**src/rtl/psr_pkg.sv**
```systemverilog
package psr_pkg;
  localparam int PSR_W     = 32;
  localparam int MODE_W    = 5;
  localparam int NUM_SAVED = 5;
  localparam int SAVED_IW  = $clog2(NUM_SAVED);
  localparam int FLAG_LSB  = 28;
  localparam int IRQ_BIT   = 7;
  localparam int FIQ_BIT   = 6;

  localparam logic [PSR_W-1:0] IMPL_MASK = 32'hF000_00DF;

  localparam logic [MODE_W-1:0] MD_USR26 = 5'b00000;
  localparam logic [MODE_W-1:0] MD_FIQ26 = 5'b00001;
  localparam logic [MODE_W-1:0] MD_IRQ26 = 5'b00010;
  localparam logic [MODE_W-1:0] MD_SVC26 = 5'b00011;
  localparam logic [MODE_W-1:0] MD_USR   = 5'b10000;
  localparam logic [MODE_W-1:0] MD_FIQ   = 5'b10001;
  localparam logic [MODE_W-1:0] MD_IRQ   = 5'b10010;
  localparam logic [MODE_W-1:0] MD_SVC   = 5'b10011;
  localparam logic [MODE_W-1:0] MD_ABT   = 5'b10111;
  localparam logic [MODE_W-1:0] MD_UND   = 5'b11011;

  localparam logic [PSR_W-1:0] RESET_PSR =
    (PSR_W'(1) << IRQ_BIT) | (PSR_W'(1) << FIQ_BIT) | PSR_W'(MD_SVC);

  typedef struct packed {
    logic                valid;
    logic [SAVED_IW-1:0] idx;
  } slot_t;

  function automatic logic mode_legal(input logic [MODE_W-1:0] m);
    case (m)
      MD_USR26, MD_FIQ26, MD_IRQ26, MD_SVC26,
      MD_USR, MD_FIQ, MD_IRQ, MD_SVC, MD_ABT, MD_UND: return 1'b1;
      default: return 1'b0;
    endcase
  endfunction

  // Only the five 32-bit exception modes own a saved copy.
  function automatic slot_t mode_slot(input logic [MODE_W-1:0] m);
    slot_t s;
    s.valid = 1'b1;
    case (m)
      MD_FIQ:  s.idx = SAVED_IW'(0);
      MD_IRQ:  s.idx = SAVED_IW'(1);
      MD_SVC:  s.idx = SAVED_IW'(2);
      MD_ABT:  s.idx = SAVED_IW'(3);
      MD_UND:  s.idx = SAVED_IW'(4);
      default: begin s.valid = 1'b0; s.idx = '0; end
    endcase
    return s;
  endfunction

  // Mask unimplemented bits; an illegal mode code keeps the old mode.
  function automatic logic [PSR_W-1:0] psr_merge(input logic [PSR_W-1:0] wr,
                                                 input logic [PSR_W-1:0] old);
    logic [PSR_W-1:0] r;
    r = wr & IMPL_MASK;
    if (!mode_legal(wr[MODE_W-1:0])) r[MODE_W-1:0] = old[MODE_W-1:0];
    return r;
  endfunction

  function automatic logic [PSR_W-1:0] r15_fold(input logic [PSR_W-1:0] psr,
                                                input logic [PSR_W-1:0] pc);
    return {psr[PSR_W-1:FLAG_LSB], psr[IRQ_BIT], psr[FIQ_BIT], pc[25:2], psr[1:0]};
  endfunction
endpackage

```
**src/rtl/psr_mode_decode.sv**
```systemverilog
module psr_mode_decode
  import psr_pkg::*;
(
  input  logic [MODE_W-1:0]   mode,
  output logic                has_slot,
  output logic [SAVED_IW-1:0] slot_idx,
  output logic                is26,
  output logic                is_user
);
  slot_t s;
  always_comb begin
    s        = mode_slot(mode);
    has_slot = s.valid;
    slot_idx = s.idx;
    is26     = ~mode[MODE_W-1];
    is_user  = (mode == MD_USR) || (mode == MD_USR26);
  end
endmodule

```
**src/rtl/psr_saved_bank.sv**
```systemverilog
module psr_saved_bank #(
  parameter int W   = 32,
  parameter int NUM = 5,
  localparam int IW = (NUM > 1) ? $clog2(NUM) : 1
) (
  input  logic          clk,
  input  logic          rst_n,
  input  logic          we,
  input  logic [IW-1:0] wr_idx,
  input  logic [W-1:0]  wr_data,
  input  logic [IW-1:0] rd_idx,
  output logic [W-1:0]  rd_data
);
  logic [W-1:0]   slot_q [NUM];
  logic [NUM-1:0] slot_we;

  for (genvar g = 0; g < NUM; g++) begin : g_slot
    assign slot_we[g] = we && (wr_idx == IW'(g));
    always_ff @(posedge clk or negedge rst_n) begin
      if (!rst_n)          slot_q[g] <= '0;
      else if (slot_we[g]) slot_q[g] <= wr_data;
    end
  end

  always_comb begin
    rd_data = '0;
    for (int i = 0; i < NUM; i++)
      if (rd_idx == IW'(i)) rd_data = slot_q[i];
  end
endmodule

```
**src/rtl/psr_r15_view.sv**
```systemverilog
module psr_r15_view
  import psr_pkg::*;
(
  input  logic [PSR_W-1:0] psr,
  input  logic [PSR_W-1:0] pc,
  input  logic             is26,
  output logic [PSR_W-1:0] r15
);
  always_comb r15 = is26 ? r15_fold(psr, pc) : pc;
endmodule

```
**src/rtl/psr_bank.sv**
```systemverilog
module psr_bank
  import psr_pkg::*;
(
  input  logic              clk,
  input  logic              rst_n,
  input  logic              flag_we,
  input  logic [3:0]        flag_in,
  input  logic              exc_req,
  input  logic [4:0]        exc_mode,
  input  logic              exc_ret,
  input  logic              xfer_we,
  input  logic              xfer_saved,
  input  logic [31:0]       xfer_wdata,
  output logic [31:0]       xfer_rdata,
  input  logic [31:0]       pc_in,
  output logic [31:0]       r15_view,
  output logic [31:0]       cpsr_o
);
  logic [PSR_W-1:0]    cpsr_q, cpsr_d;
  logic                cur_has_slot, cur_is26, cur_user;
  logic [SAVED_IW-1:0] cur_idx;
  slot_t               exc_slot;
  logic [PSR_W-1:0]    saved_rd;

  // Named internal events
  logic exc_fire, ret_fire, xfer_cur, xfer_sav, flag_fire;
  logic             bank_we;
  logic [SAVED_IW-1:0] bank_widx;
  logic [PSR_W-1:0] bank_wdata;

  psr_mode_decode u_dec (
    .mode(cpsr_q[MODE_W-1:0]), .has_slot(cur_has_slot), .slot_idx(cur_idx),
    .is26(cur_is26), .is_user(cur_user)
  );

  assign exc_slot  = mode_slot(exc_mode);
  assign exc_fire  = exc_req && exc_slot.valid;
  assign ret_fire  = !exc_fire && exc_ret && cur_has_slot;
  assign xfer_cur  = !exc_fire && !ret_fire && xfer_we && !xfer_saved;
  assign xfer_sav  = !exc_fire && !ret_fire && xfer_we && xfer_saved && cur_has_slot;
  assign flag_fire = !exc_fire && !ret_fire && !xfer_cur && flag_we;

  assign bank_we    = exc_fire || xfer_sav;
  assign bank_widx  = exc_fire ? exc_slot.idx : cur_idx;
  assign bank_wdata = exc_fire ? cpsr_q : psr_merge(xfer_wdata, saved_rd);

  psr_saved_bank #(.W(PSR_W), .NUM(NUM_SAVED)) u_bank (
    .clk(clk), .rst_n(rst_n), .we(bank_we), .wr_idx(bank_widx),
    .wr_data(bank_wdata), .rd_idx(cur_idx), .rd_data(saved_rd)
  );

  always_comb begin
    cpsr_d = cpsr_q;
    if (exc_fire) begin
      cpsr_d[MODE_W-1:0] = exc_mode;
      cpsr_d[IRQ_BIT]    = 1'b1;
      if (exc_mode == MD_FIQ) cpsr_d[FIQ_BIT] = 1'b1;
    end else if (ret_fire) begin
      cpsr_d = saved_rd;
    end else if (xfer_cur) begin
      if (cur_user) cpsr_d[PSR_W-1:FLAG_LSB] = xfer_wdata[PSR_W-1:FLAG_LSB];
      else          cpsr_d = psr_merge(xfer_wdata, cpsr_q);
    end else if (flag_fire) begin
      cpsr_d[PSR_W-1:FLAG_LSB] = flag_in;
    end
  end

  always_ff @(posedge clk or negedge rst_n) begin
    if (!rst_n) cpsr_q <= RESET_PSR;
    else        cpsr_q <= cpsr_d;
  end

  psr_r15_view u_r15 (.psr(cpsr_q), .pc(pc_in), .is26(cur_is26), .r15(r15_view));

  assign xfer_rdata = xfer_saved ? (cur_has_slot ? saved_rd : '0) : cpsr_q;
  assign cpsr_o     = cpsr_q;

  assert_entry_mode_R3: assert property (@(posedge clk) disable iff (!rst_n)
    exc_fire |=> cpsr_q[MODE_W-1:0] == $past(exc_mode));
  assert_entry_mask_R3: assert property (@(posedge clk) disable iff (!rst_n)
    exc_fire |=> cpsr_q[IRQ_BIT]);
  assert_return_R4: assert property (@(posedge clk) disable iff (!rst_n)
    ret_fire |=> cpsr_q == $past(saved_rd));
  assert_mode_legal_R5: assert property (@(posedge clk) disable iff (!rst_n)
    rst_n |-> mode_legal(cpsr_q[MODE_W-1:0]));
  assert_user_locked_R7: assert property (@(posedge clk) disable iff (!rst_n)
    (cur_user && !exc_fire) |=> cpsr_q[7:0] == $past(cpsr_q[7:0]));
  assert_r15_fold_R8: assert property (@(posedge clk) disable iff (!rst_n)
    cur_is26 |-> (r15_view[31:28] == cpsr_q[31:28] && r15_view[27] == cpsr_q[IRQ_BIT]));
  assert_entry_over_flags_R9: assert property (@(posedge clk) disable iff (!rst_n)
    (exc_fire && flag_we) |=> cpsr_q[31:28] == $past(cpsr_q[31:28]));
endmodule

```
**config.mk**
```make
export PLATFORM = sky130hd
export DESIGN_NAME = psr_bank
export DESIGN_NICKNAME = d
export VERILOG_FILES = /design/src/rtl/psr_pkg.sv /design/src/rtl/psr_mode_decode.sv /design/src/rtl/psr_saved_bank.sv /design/src/rtl/psr_r15_view.sv /design/src/rtl/psr_bank.sv
export SDC_FILE = /design/constraint.sdc
export NUM_CORES = 1
export LEC_CHECK = 0
export ABC_AREA = 1
export BUFFER_PORTS_ARGS = -buffer_cell sky130_fd_sc_hd__clkbuf_2
export CAP_MARGIN = 10
export CORE_UTILIZATION = 55
export DETAILED_ROUTE_END_ITERATION = 8
export PLACE_DENSITY_LB_ADDON = 0.3
export SLEW_MARGIN = 20
export SYNTH_ARGS = -nofsm -noshare
export SYNTH_HDL_FRONTEND = slang
export SYNTH_HIERARCHICAL = 1
export SYNTH_SLANG_ARGS = --single-unit
```
**constraint.sdc**
```tcl
create_clock -name clk -period 6.69 [get_ports clk]
set_input_delay 0.3345 -clock clk [delete_from_list [all_inputs] [get_ports clk]]
set_output_delay 0.3345 -clock clk [all_outputs]
set_load 0.05 [all_outputs]
```
# Word level (Yosys, flattened, before mapping)
# Memories as Yosys holds them, arrays and structs flattened.
# Index checks and enable logic that the tools add are counted.
dict set report op_classes {
  eq_ne 22
  n_mux 28
  n_bitwise 1
  reduce_logical 35
}
# cell n
set op_table {}
lappend op_table {{$mux 32} 10}
lappend op_table {{$mux 28} 2}
lappend op_table {{$eq 5x5->1 const B} 11}
lappend op_table {{$pmux 3 s4} 2}
lappend op_table {{$logic_and 1x1->1} 15}
lappend op_table {{$mux 5} 3}
lappend op_table {{$eq 3x2->1 const B} 4}
lappend op_table {{$reduce_or 5->1} 2}
lappend op_table {{$reduce_and 3->1} 3}
lappend op_table {{$reduce_bool 3->1} 3}
lappend op_table {{$mux 4} 2}
lappend op_table {{$mux 1} 7}
lappend op_table {{$eq 3x1->1 const B} 2}
lappend op_table {{$eq 3x3->1 const B} 2}
lappend op_table {{$logic_not 3->1} 2}
lappend op_table {{$logic_not 5->1} 1}
lappend op_table {{$logic_not 1->1} 4}
lappend op_table {{$ne 2x1->1 const B} 2}
lappend op_table {{$reduce_and 2->1} 2}
lappend op_table {{$mux 3} 1}
lappend op_table {{$ne 3x1->1 const B} 1}
lappend op_table {{$logic_or 1x1->1} 2}
lappend op_table {{$mux 2} 1}
lappend op_table {{$reduce_bool 2->1} 1}
lappend op_table {{$not 1->1} 1}
dict set report totals {
  register_bits 192
  mem_bits_ro 64
  inputBits 80
  out_inout_bits 96
  wordCells 98
  n_memories 2
}
# memory depth width rd rd_clocked_by_memory_dff wr line
set memory_table {}
lappend memory_table {{(name not given)} 32 1 1 0 0 psr_pkg.sv:32} ;# case (m)
lappend memory_table {{(name not given)} 32 1 1 0 0 psr_pkg.sv:32}

# Longest topological paths before layout
dict set report logic_depth {
  word_depth 19
  mapped_depth 17
  depth_no_buf 15
}

# Cells and area by module
# The synthesis kept the hierarchy.
# module n_inst cells_each area_each_um2 seq_area_each_um2
set by_module_without_submodules {}
lappend by_module_without_submodules {psr_saved_bank 1 871 7130.6 4003.8}
lappend by_module_without_submodules {psr_bank 1 341 2262.2 807.0}
lappend by_module_without_submodules {psr_r15_view 1 50 285.3 0.0}
lappend by_module_without_submodules {psr_mode_decode 1 20 93.8 0.0}

# Worst setup path after synthesis
# OpenSTA, ideal clock, no wires.
dict set report synth_timing {
  path_type {reg-to-output}
  startpoint {register cpsr_q[1] (netlist: cpsr_o[1])}
  endpoint {output xfer_rdata[1]}
  arrival_ns 2.836
  required_ns 6.355
  slack_ns 3.519
  path_stages_with_launch 12
  path_buffers 1
  path_cell_list {dfstp_2 inv_1 nor2_2 inv_1 nor2_1 inv_1 nor3_4 buf_2 nand2_1 nand3_1 inv_1 o22ai_1}
}
dict set report synth_between {
  elab_chain_len 10
  word_cells_on_any_way 20
  cone_classes {eq/ne (9); mux (9); reduce/logical (2)}
}
# element line
set synth_lines {}
lappend synth_lines {{start, declared} psr_bank.sv:19} ;# logic [PSR_W-1:0] cpsr_q, cpsr_d;
lappend synth_lines {{start signal, assigned} psr_bank.sv:70} ;# else cpsr_q <= cpsr_d;
lappend synth_lines {{$eq 5x5->1} psr_pkg.sv:43} ;# case (m)
lappend synth_lines {{$pmux 3 s4 *} psr_pkg.sv:43}
lappend synth_lines {{net cur_idx[1]} psr_bank.sv:21} ;# logic [SAVED_IW-1:0] cur_idx;
lappend synth_lines {{$logic_not 3->1} psr_saved_bank.sv:28} ;# if (rd_idx == IW'(i)) rd_data = slot_q[i];
lappend synth_lines {{$mux 32 (4 in series)} psr_saved_bank.sv:28}
lappend synth_lines {{$mux 32 *} psr_saved_bank.sv:28}
lappend synth_lines {{net saved_rd[1]} psr_bank.sv:23} ;# logic [PSR_W-1:0] saved_rd;
lappend synth_lines {{$mux 32 * (2 in series)} psr_bank.sv:75} ;# assign xfer_rdata = xfer_saved ? (cur_has_slot ? saved_rd : '0) : cpsr_q;
lappend synth_lines {{end, declared} psr_bank.sv:14} ;# output logic [31:0] xfer_rdata,
# Mark *: on every way through the listed nets, which the timed path passes. The rest lies on a longest branch.

# Worst setup path after layout
dict set report layout_timing {
  startpoint {register cpsr_q[1] (netlist: cpsr_o[1])}
  endpoint {output xfer_rdata[5]}
}
# Same word-level chain as after synthesis.

==> impl_metrics.csv <==
group,metric,value,unit
status,status,"finished, final reports clean",
global_routing,top_usage_layer,"met2",
global_routing,grt_pass1_vias,7846,
global_routing,gr-usage-met2,0.436,
synth,async_flop_share,1.00,
sta,fin_setup_tns,0,ns
die,dieArea,18300,µm²
clock_network,cts_resized,0,
die,die-height,135,µm
clock_network,htreeDepth,4,
sta,rsz0062_at_grt,"no",
clock_network,holdBufCountCts,0,
clock_network,insertion_delay,0.43,ns
sta,min_period,4.31,ns
setup_path,critPathKind,"reg -> out",
global_routing,grt_max_degree,124,
setup_path,r2r_end,"u_bank/slot_q[129]",
sta,period_share,0.645,
die,core_area,17300,µm²
route,drc,0,
clock_network,cts-root-buf,"clkbuf_16",
clock_network,clock-sinks,192,
synth,synth_largest_area_cell,"dfrtp_1",
route,wl_per_cell,15.5,µm
global_routing,track_usage,0.273,
setup_path,worst_setup_path_start_kind,"register",
route,drtIter0Drc,847,
route,first_pass_iters,5,
synth,yosysMostFrequentCell,"nand2_1",
run,maxCapViolCount,0,
placement,finalWeightedCongestion,0.880,
synth,synth_flop_cell,"dfrtp_1",
global_routing,grt_pass1_wl,39200,µm
setup_path,crit_path_max_incr_delay,0.69,ns
setup_path,required,6.36,ns
hold_path,min_path_type,"in -> async",
setup_path,path_common_cell,"inv_1",
route,drt-total-wl,24100,µm
synth,seq_area_frac_synth,0.492,
clock_network,clockBufferDepth,2,
global_routing,grtUsageMet1,0.380,
sta,setup_viol,0,
setup_path,r2r_slack,2.87,ns
finish,area_growth,10.7,%
synth,syn_avg_cell_area,7.62,µm²
clock_network,cts_tree,"built",
finish,n_antenna_cell,0,
synth,synth_cell_type_count,31,
die,dieWidth,135,µm
die,io_pins,176,
route,vias,8662,
synth,synth_area_leaders,"dfrtp_1, nand2_1, o21ai_0, inv_1, nand3_1",
setup_path,endpoint_kind,"output pin",
clock_network,cts_buffers,17,
finish,drive_above_1_share,0.134,
sta,fin_worst_skew,0.00843,ns
setup_path,cp_slowest_cell,"nand2_2",
clock_network,post_cts_buffers,0,
power,ir_worst_vdd,0.278,mV
synth,ys_seq_elements,192,
sta,tightest_slew,0.992,ns
sta,max_freq,0.232,GHz
synth,synth_edf_count,0,
sta,relSlewSlack,0.339,
die,floorplan.rows,48,
synth,yosys-top-cells-count,"nand2_1, dfrtp_1, o21ai_0, inv_1, nor2_1",
global_routing,overflow,0,
sta,maxSlewViolCount,0,
setup_path,cp_max_fo,36,
setup_path,worstRegToRegCells,15,
synth,synth_area,9770,µm²
die,start_util,0.565,
synth,synthCells,1282,
route,via_per_inst,5.56,
setup_path,rr_startpoint,"cpsr_o[1]",
synth,synth_warnings,6,
power,powerDensity,328,nW/µm²
placement,dp_hpwl,13800,µm
global_routing,use_met3,0.0486,
placement,io_buffers,106,
power,power_leakage,5.12,nW
setup_path,worstPathArrival,3.98,ns
setup_path,critical_path.cell_chain,"inv_1, nor2_1, nand3_1, nand2_2, inv_1, nor3_4, buf_4, nand2_1, nand3_1, inv_1, o22ai_1, clkbuf_2",
route,ant_nets,0,
synth,synth_top_area_frac,0.479,
finish,fin_nets,1400,
clock_network,path_clk_slew,0.07,ns
global_routing,antenna_found_initial,0,
finish,postLayoutCoreUtil,0.625,
sta,hold_viol_final,0,
synth,syn_nets,1362,
==> worst max path at each step <==
stage | from | to | slack (ns) | cells past startpoint
6_report | cpsr_o[1] | xfer_rdata[5] | 2.38 | 12
5_1_grt | cpsr_o[1] | xfer_rdata[5] | 2.07 | 12
2_1_floorplan | cpsr_o[1] | xfer_rdata[1] | 3.52 | 11
3_3_place_gp | cpsr_o[1] | xfer_rdata[5] | 2.88 | 12
4_1_cts | cpsr_o[1] | xfer_rdata[5] | 2.42 | 12
3_5_place_dp | cpsr_o[1] | xfer_rdata[5] | 2.89 | 12
==> cells in the final DEF (no fill, tap or decap), types with 4 or more instances in the layout <==
cell	n
buf_4	13
bufinv_16	4
clkbuf_16	17
clkbuf_2	105
clkbuf_8	4
clkinv_2	5
dfrtp_1	187
dfstp_2	5
inv_1	148
nand2_1	355
nand3_1	80
nand4_1	38
nor2_1	100
o211ai_1	10
o21ai_0	175
o22ai_1	54
==> worst max-delay path: cells and delay by family (launching register included) <==
| family | cells | cell delay (ns) |
|---|---|---|
| AO/OA/AOI/OAI | 1 | 0.24 |
| flip-flops | 1 | 0.60 |
| buffers and inverters | 5 | 1.16 |
| AND/OR/NAND/NOR | 6 | 1.52 |
==> routing by layer <==
metal	up-vias	part of all wire	wire [µm]
met4	0	0.014	332
met1	4117	0.45	10800
met3	31	0.070	1700
li1	4190	-	-
met5	-	0	0
met2	324	0.47	11300
==> sequential cells by signal, summed over array words and instances (netlist names) <==
| name | count |
|---|---|
| u_bank/slot_q | 160 |
| cpsr_o | 32 |
==> layout make-up <==
class	instances	area [µm²]
Multi-Input combinational cell	839	3890
Clock buffer	21	470
Tap cell	225	282
Inverter	151	567
Fill cell	1528	6480
Sequential cell	192	4810
Clock inverter	11	160
Timing Repair Buffer	119	637
==> report_power, final <==
group	internal (mW)	switching, mW
Clock	0.652	0.428
Sequential	1.30	0.0972
Combinational	0.259	0.815
==> cells by family after synthesis <==
family / share of synthesized area
compound gates: 0.137
buf+inv: 0.112
flops: 0.492
simple gates: 0.259
==> stage by stage <==
step	power (mW)	instances	hold slack, ns	worst slack, ns	cell area (µm²)
6_report	3.55	1558	0.0409	2.38	10800
3_3_place_gp	2.46	1526	0.465	2.88	10200
2_1_floorplan	2.26	1282	0.0389	3.52	9770
3_5_place_dp	2.48	1526	0.473	2.89	10200
5_1_grt	3.74	1558	0.140	2.07	10800
4_1_cts	3.56	1558	0.102	2.42	10800
Note: power is estimated with default switching activity, not from simulation.
